### src/rtl/reg_writer_tracer.sv
module reg_writer_tracer #(
  parameter int DW = 32,
  parameter int PCW = 32,
  parameter int SW = 4,
  parameter int PW = 8,
  parameter int CW = 32,
  parameter int CNTW = 16,
  parameter int DEPTH = 16,
  localparam int IW = $clog2(DEPTH),
  localparam int RAW = IW + 1
) (
  input  logic            clk,
  input  logic            rst_n,
  input  logic [DW-1:0]   watch_val,
  input  logic            retire_vld,
  input  logic [PCW-1:0]  retire_pc,
  input  logic [SW-1:0]   fsm_state,
  input  logic [PW-1:0]   pass_idx,
  input  logic [CW-1:0]   cycle_cnt,
  input  logic            cfg_we,
  input  logic [1:0]      cfg_sel,
  input  logic [PCW-1:0]  cfg_wdata,
  input  logic            rd_en,
  input  logic [RAW-1:0]  rd_addr,
  output logic            armed,
  output logic            rd_valid,
  output logic [DW-1:0]   rd_val,
  output logic [CW-1:0]   rd_cyc,
  output logic [SW-1:0]   rd_state,
  output logic [PCW-1:0]  rd_pc,
  output logic [DW-1:0]   rd_wval,
  output logic [1:0]      rd_src,
  output logic [PW-1:0]   rd_pass,
  output logic [CNTW-1:0] rd_cnt
);
  localparam logic [1:0] SRC_NONE = 2'd0, SRC_NORM = 2'd1, SRC_RST = 2'd2, SRC_OTHER = 2'd3;

  logic [PCW-1:0] trig_pc;
  logic [SW-1:0]  rst_code, exe_code;

  logic [DW-1:0]  val_q;
  logic [SW-1:0]  st_q;
  logic [PCW-1:0] pc_q;
  logic [CW-1:0]  cyc_q;
  logic           seen;

  logic           l_valid;
  logic [CW-1:0]  l_cyc;
  logic [SW-1:0]  l_st;
  logic [PCW-1:0] l_pc;
  logic [DW-1:0]  l_wv;
  logic [1:0]     l_src;

  logic [CNTW-1:0] c_chg, c_late, c_trig, c_one_rst, c_one_nrm;
  logic [IW:0]     n_ent;

  logic [DW-1:0]  e_val  [DEPTH];
  logic [CW-1:0]  e_cyc  [DEPTH];
  logic [SW-1:0]  e_st   [DEPTH];
  logic [PCW-1:0] e_pc   [DEPTH];
  logic [DW-1:0]  e_wv   [DEPTH];
  logic [1:0]     e_src  [DEPTH];
  logic [PW-1:0]  e_pass [DEPTH];

  function automatic logic [CNTW-1:0] bump(input logic [CNTW-1:0] c, input logic en);
    return (en && (c != {CNTW{1'b1}})) ? c + 1'b1 : c;
  endfunction

  wire arm_ctl  = cfg_we && (cfg_sel == 2'd3);
  wire arm_go   = !armed && arm_ctl && cfg_wdata[0];
  wire disarm   = armed && arm_ctl && !cfg_wdata[0];
  wire chg      = armed && seen && (watch_val != val_q);
  wire hit      = armed && retire_vld && (retire_pc == trig_pc);
  wire room     = n_ent < (IW+1)'(DEPTH);
  wire is_one   = watch_val == DW'(1);
  wire late     = pass_idx != '0;
  wire [IW-1:0] widx = n_ent[IW-1:0];
  wire [1:0] src_now = (st_q == rst_code) ? SRC_RST :
                       (st_q == exe_code) ? SRC_NORM : SRC_OTHER;

  always_ff @(posedge clk or negedge rst_n) begin
    if (!rst_n) begin
      armed <= 1'b0;
      trig_pc <= '0;
      rst_code <= '0;
      exe_code <= '0;
      val_q <= '0;
      st_q <= '0;
      pc_q <= '0;
      cyc_q <= '0;
      seen <= 1'b0;
      l_valid <= 1'b0;
      l_cyc <= '0;
      l_st <= '0;
      l_pc <= '0;
      l_wv <= '0;
      l_src <= SRC_NONE;
      c_chg <= '0;
      c_late <= '0;
      c_trig <= '0;
      c_one_rst <= '0;
      c_one_nrm <= '0;
      n_ent <= '0;
    end else begin
      val_q <= watch_val;
      st_q  <= fsm_state;
      pc_q  <= retire_pc;
      cyc_q <= cycle_cnt;
      seen  <= 1'b1;

      if (cfg_we && !armed) begin
        case (cfg_sel)
          2'd0: trig_pc  <= cfg_wdata;
          2'd1: rst_code <= cfg_wdata[SW-1:0];
          2'd2: exe_code <= cfg_wdata[SW-1:0];
          default: ;
        endcase
      end

      if (arm_go) begin
        armed <= 1'b1;
        l_valid <= 1'b0;
        c_chg <= '0;
        c_late <= '0;
        c_trig <= '0;
        c_one_rst <= '0;
        c_one_nrm <= '0;
        n_ent <= '0;
      end else if (disarm) begin
        armed <= 1'b0;
      end

      if (chg) begin
        l_valid <= 1'b1;
        l_cyc <= cyc_q;
        l_st  <= st_q;
        l_pc  <= pc_q;
        l_wv  <= watch_val;
        l_src <= src_now;
        c_chg  <= bump(c_chg, 1'b1);
        c_late <= bump(c_late, late);
      end

      if (hit) begin
        c_trig <= bump(c_trig, 1'b1);
        if (room) n_ent <= n_ent + 1'b1;
        c_one_rst <= bump(c_one_rst, late && is_one && l_valid && (l_src == SRC_RST));
        c_one_nrm <= bump(c_one_nrm, late && is_one && l_valid && (l_src == SRC_NORM));
      end
    end
  end

  always_ff @(posedge clk) begin
    if (hit && room) begin
      e_val[widx]  <= watch_val;
      e_cyc[widx]  <= l_valid ? l_cyc : '0;
      e_st[widx]   <= l_valid ? l_st  : '0;
      e_pc[widx]   <= l_valid ? l_pc  : '0;
      e_wv[widx]   <= l_valid ? l_wv  : '0;
      e_src[widx]  <= l_valid ? l_src : SRC_NONE;
      e_pass[widx] <= pass_idx;
    end
  end

  logic [CNTW-1:0] cnt_mux;
  always_comb begin
    case (rd_addr[2:0])
      3'd0: cnt_mux = c_chg;
      3'd1: cnt_mux = c_late;
      3'd2: cnt_mux = c_trig;
      3'd3: cnt_mux = c_one_rst;
      3'd4: cnt_mux = c_one_nrm;
      3'd5: cnt_mux = CNTW'(n_ent);
      default: cnt_mux = '0;
    endcase
  end

  wire [IW-1:0] ridx = rd_addr[IW-1:0];
  wire rd_hit = !rd_addr[IW] && ({1'b0, ridx} < n_ent);

  always_ff @(posedge clk or negedge rst_n) begin
    if (!rst_n) begin
      rd_valid <= 1'b0;
      rd_val <= '0;
      rd_cyc <= '0;
      rd_state <= '0;
      rd_pc <= '0;
      rd_wval <= '0;
      rd_src <= SRC_NONE;
      rd_pass <= '0;
      rd_cnt <= '0;
    end else begin
      rd_valid <= rd_en;
      if (rd_en) begin
        rd_val   <= rd_hit ? e_val[ridx]  : '0;
        rd_cyc   <= rd_hit ? e_cyc[ridx]  : '0;
        rd_state <= rd_hit ? e_st[ridx]   : '0;
        rd_pc    <= rd_hit ? e_pc[ridx]   : '0;
        rd_wval  <= rd_hit ? e_wv[ridx]   : '0;
        rd_src   <= rd_hit ? e_src[ridx]  : SRC_NONE;
        rd_pass  <= rd_hit ? e_pass[ridx] : '0;
        rd_cnt   <= rd_addr[IW] ? cnt_mux : '0;
      end
    end
  end
endmodule

### config.mk
export PLATFORM = sky130hd
export DESIGN_NAME = reg_writer_tracer
export DESIGN_NICKNAME = d
export VERILOG_FILES = /design/src/rtl/reg_writer_tracer.sv
export SDC_FILE = /design/constraint.sdc
export NUM_CORES = 2
export LEC_CHECK = 0
export BUFFER_PORTS_ARGS = -buffer_cell sky130_fd_sc_hd__buf_2
export CELL_PAD_IN_SITES_DETAIL_PLACEMENT = 0
export CELL_PAD_IN_SITES_GLOBAL_PLACEMENT = 1
export CORE_ASPECT_RATIO = 1.25
export CORE_MARGIN = 5
export CORE_UTILIZATION = 25
export DETAILED_ROUTE_END_ITERATION = 8
export GPL_ROUTABILITY_DRIVEN = 0
export GPL_TIMING_DRIVEN = 1
export MAX_ROUTING_LAYER = met4
export PLACE_DENSITY_LB_ADDON = 0.1
export SYNTH_ARGS = -nofsm -noshare
export SYNTH_HDL_FRONTEND = slang
export SYNTH_SLANG_ARGS = --single-unit
### constraint.sdc
create_clock -name clk -period 35.8 [get_ports clk]
set_input_delay 1.79 -clock clk [delete_from_list [all_inputs] [get_ports clk]]
set_output_delay 1.79 -clock clk [all_outputs]
set_load 0.02 [all_outputs]
==> results.toml <==
[outcome]
outcome = "completed"

[logic_synthesis]
netlist_area_um2 = 106000
synth_cells = 5096
ys.flop_type = "edfxtp_1"
synth_area_leaders = "edfxtp_1 64%, mux4_2 15%, dfrtp_1 12%, mux2_2 1.5%, inv_1 1.1%"
syn-num-nets = 5260
ys_warn_count = 0
synth-edff-count = 2272
yosysUniqueCellTypes = 52
yosysMostFrequentCell = "edfxtp_1"
seq_area_frac_synth_pct = 75.9
yosys.area.top_type = "edfxtp_1"
synth-seq-cells = 2761
async_flop_share_pct = 17.7
syn_avg_cell_area_um2 = 20.8
synthTopCellsByCount = "2272 x edfxtp_1, 724 x mux4_2, 489 x dfrtp_1"
netlist.area_leader.share_pct = 64.4

[critical_path]
startpoint_type = "input pin"
reg2reg_depth = 10
cp-end-kind = "flip-flop"
critPathKind = "in -> reg"
critPathMaxFanout = 37
worstPathRequired_ns = 36.33
worstPathArrival_ns = 7.66

[floorplanning]
die_area_um2 = 437000
start_util_pct = 25.1
io_pins = 312
coreArea_um2 = 423000
die_h_um = 738
die_width_um = 592
row_count = 267

[cells_and_area]
drive_gt1_share_pct = 30.9
nNetsFinal = 5766
syn_to_final_growth_pct = 18.2

[clock_network]
h-tree-depth = 5
tritoncts = "built"
postCtsSetupRepairBufs = 0
clk_pin_slew_worst_paths_ns = 0.06
worstSkewPairLatency_ns = 0.94
clockBufferDepth = 4
root_buffer = "clkbuf_16"
cts_sinks = 2761
cts-hold-fix-buffers = 0
ctsResizeCount = 0
cts_made_buffers = 317

[sta]
setup_viol = 0
rsz0062_at_grt = "false"
fmax_mhz = 140
worst_pin_slew_ns = 1.25
fin_setup_tns_ns = 0
setup_slack_ns = 28.67
relSlewSlack_pct = 16.1
slew_viol_final = 0
skew_ns = 0.0557
fin_crit_sh_pct = 19.9
hold_viol_final = 0
finalCriticalPeriod_ns = 7.13

[detailed_routing]
first_iter_violations = 3412
antenna_left = 0
finalWirelength_um = 331000
via_count = 51736
post_drt_wl_per_cell_um = 28.7
dr.pass1.iters = 7
drc = 0
routed_via_density = 4.49

[worst_hold_path]
min_path_cells = 1
hold_path.class = "reg -> reg"

[grt]
grt_max_degree = 124
antenna_found_initial = 40
grt_pass1_vias = 56224
grt.total_usage_pct = 15.4
grt_overflow_total = 0
grt_pass1_wl_um = 462000

[power]
vdd_drop_max_uv = 31.9
power_w = 0.00760
power_density_nw_per_um2 = 60.7
p_leak_nw = 41.8

[placed_design]
hpwl_um = 185000
port_buffers = 311
dp_slack_ns = 27.23

[job]
maxCapViolCount = 0
## final cells by class
class	instances	area, µm²
tap	5649	7070
clock buffer	435	8870
multi-input combinational	1773	23600
fill	41329	297000
sequential	2761	80500
clock inverter	151	1410
antenna	15	37.5
inverter	312	1170
timing repair buffer	437	2690
## sequential cells by signal, summed over array words and instances (netlist names), 32 cells and up
| register | flops |
|---|---|
| l_pc | 32 |
| cyc_q | 32 |
| e_pass | 128 |
| rd_wval | 32 |
| trig_pc | 32 |
| e_st | 64 |
| e_src | 32 |
| e_pc | 512 |
| rd_val | 32 |
| val_q | 32 |
| rd_cyc | 32 |
| rd_pc | 32 |
| e_wv | 512 |
| l_cyc | 32 |
| l_wv | 32 |
| e_cyc | 512 |
| e_val | 512 |
| pc_q | 32 |
## cell families (layout without fill, tap and decap cells)
group                      Yosys count  in the layout  share of synthesized area (%)
xor gates and xnor gates            79             79                          0.653
AOI/OAI and AO/OA                  326            326                           1.89
adders and majority gates           12             12                          0.142
other                                1             16                        0.00354
DFF                               2761           2761                           75.9
and+or+nand+nor                    475            475                           2.37
buffers and inverters              562           1335                           2.01
muxes                              880            880                           17.0
## worst paths after layout
kind	startpoint	to	slack, ns
setup / recovery	retire_pc[6]	e_pc[15][13]	28.67
hold / removal	cyc_q[0]	l_cyc[0]	0.48
setup reg to reg	trig_pc[6]	e_pc[15][13]	29.24
hold reg to reg	cyc_q[0]	l_cyc[0]	0.48
max in group asynchronous	rst_n	rd_cyc[5]	32.08
min in group asynchronous	rst_n	rd_pass[6]	0.75
## stage by stage
stage	util [%]	hold slack [ns]	cells	cell area, µm²
finish	29.6	0.477	11533	125000
global placement	27.2	0.461	10932	115000
CTS	29.6	0.482	11518	125000
global route	29.6	0.489	11529	125000
floorplan	-	0.454	5096	106000
detailed placement	27.2	0.469	10932	115000
## placed cells by master (no fill, tap or decap), types with 102 or more instances in the layout
| cell | instances |
|---|---|
| and2_1 | 103 |
| buf_2 | 305 |
| buf_4 | 116 |
| clkbuf_16 | 328 |
| dfrtp_1 | 488 |
| edfxtp_1 | 2272 |
| inv_1 | 312 |
| mux2_2 | 143 |
| mux4_2 | 724 |
| nand2_1 | 102 |
| o22ai_1 | 158 |
## report_power, final
part	leakage [nW]	internal, W	total [W]	switching [W]
combinational	10.1	0.000189	0.000580	0.000390
sequential	26.7	0.00371	0.00378	0.0000638
clock	5.06	0.00188	0.00325	0.00137
total	41.8	0.00578	0.00760	0.00182
## metal layers
layer | vias up | global-route usage (%) | wire length (µm)
met2 | 1051 | 25.0 | 161000
met4 | 0 | 3.20 | 6930
met5 | - | - | 0
met3 | 385 | 2.53 | 14400
met1 | 28682 | 20.4 | 148000
li1 | 21618 | - | -
## worst max-delay path, stage by stage
cell      delay, ns
buf_2          0.11
xor2_1         0.20
nor4_1         0.56
nand4_1        0.22
nor4_2         0.64
buf_4          0.38
nand3b_1       0.36
nor2_4         0.91
buf_4          0.70
buf_4          0.78
buf_4          0.82
No activity file was read; power rests on OpenSTA's default activity.
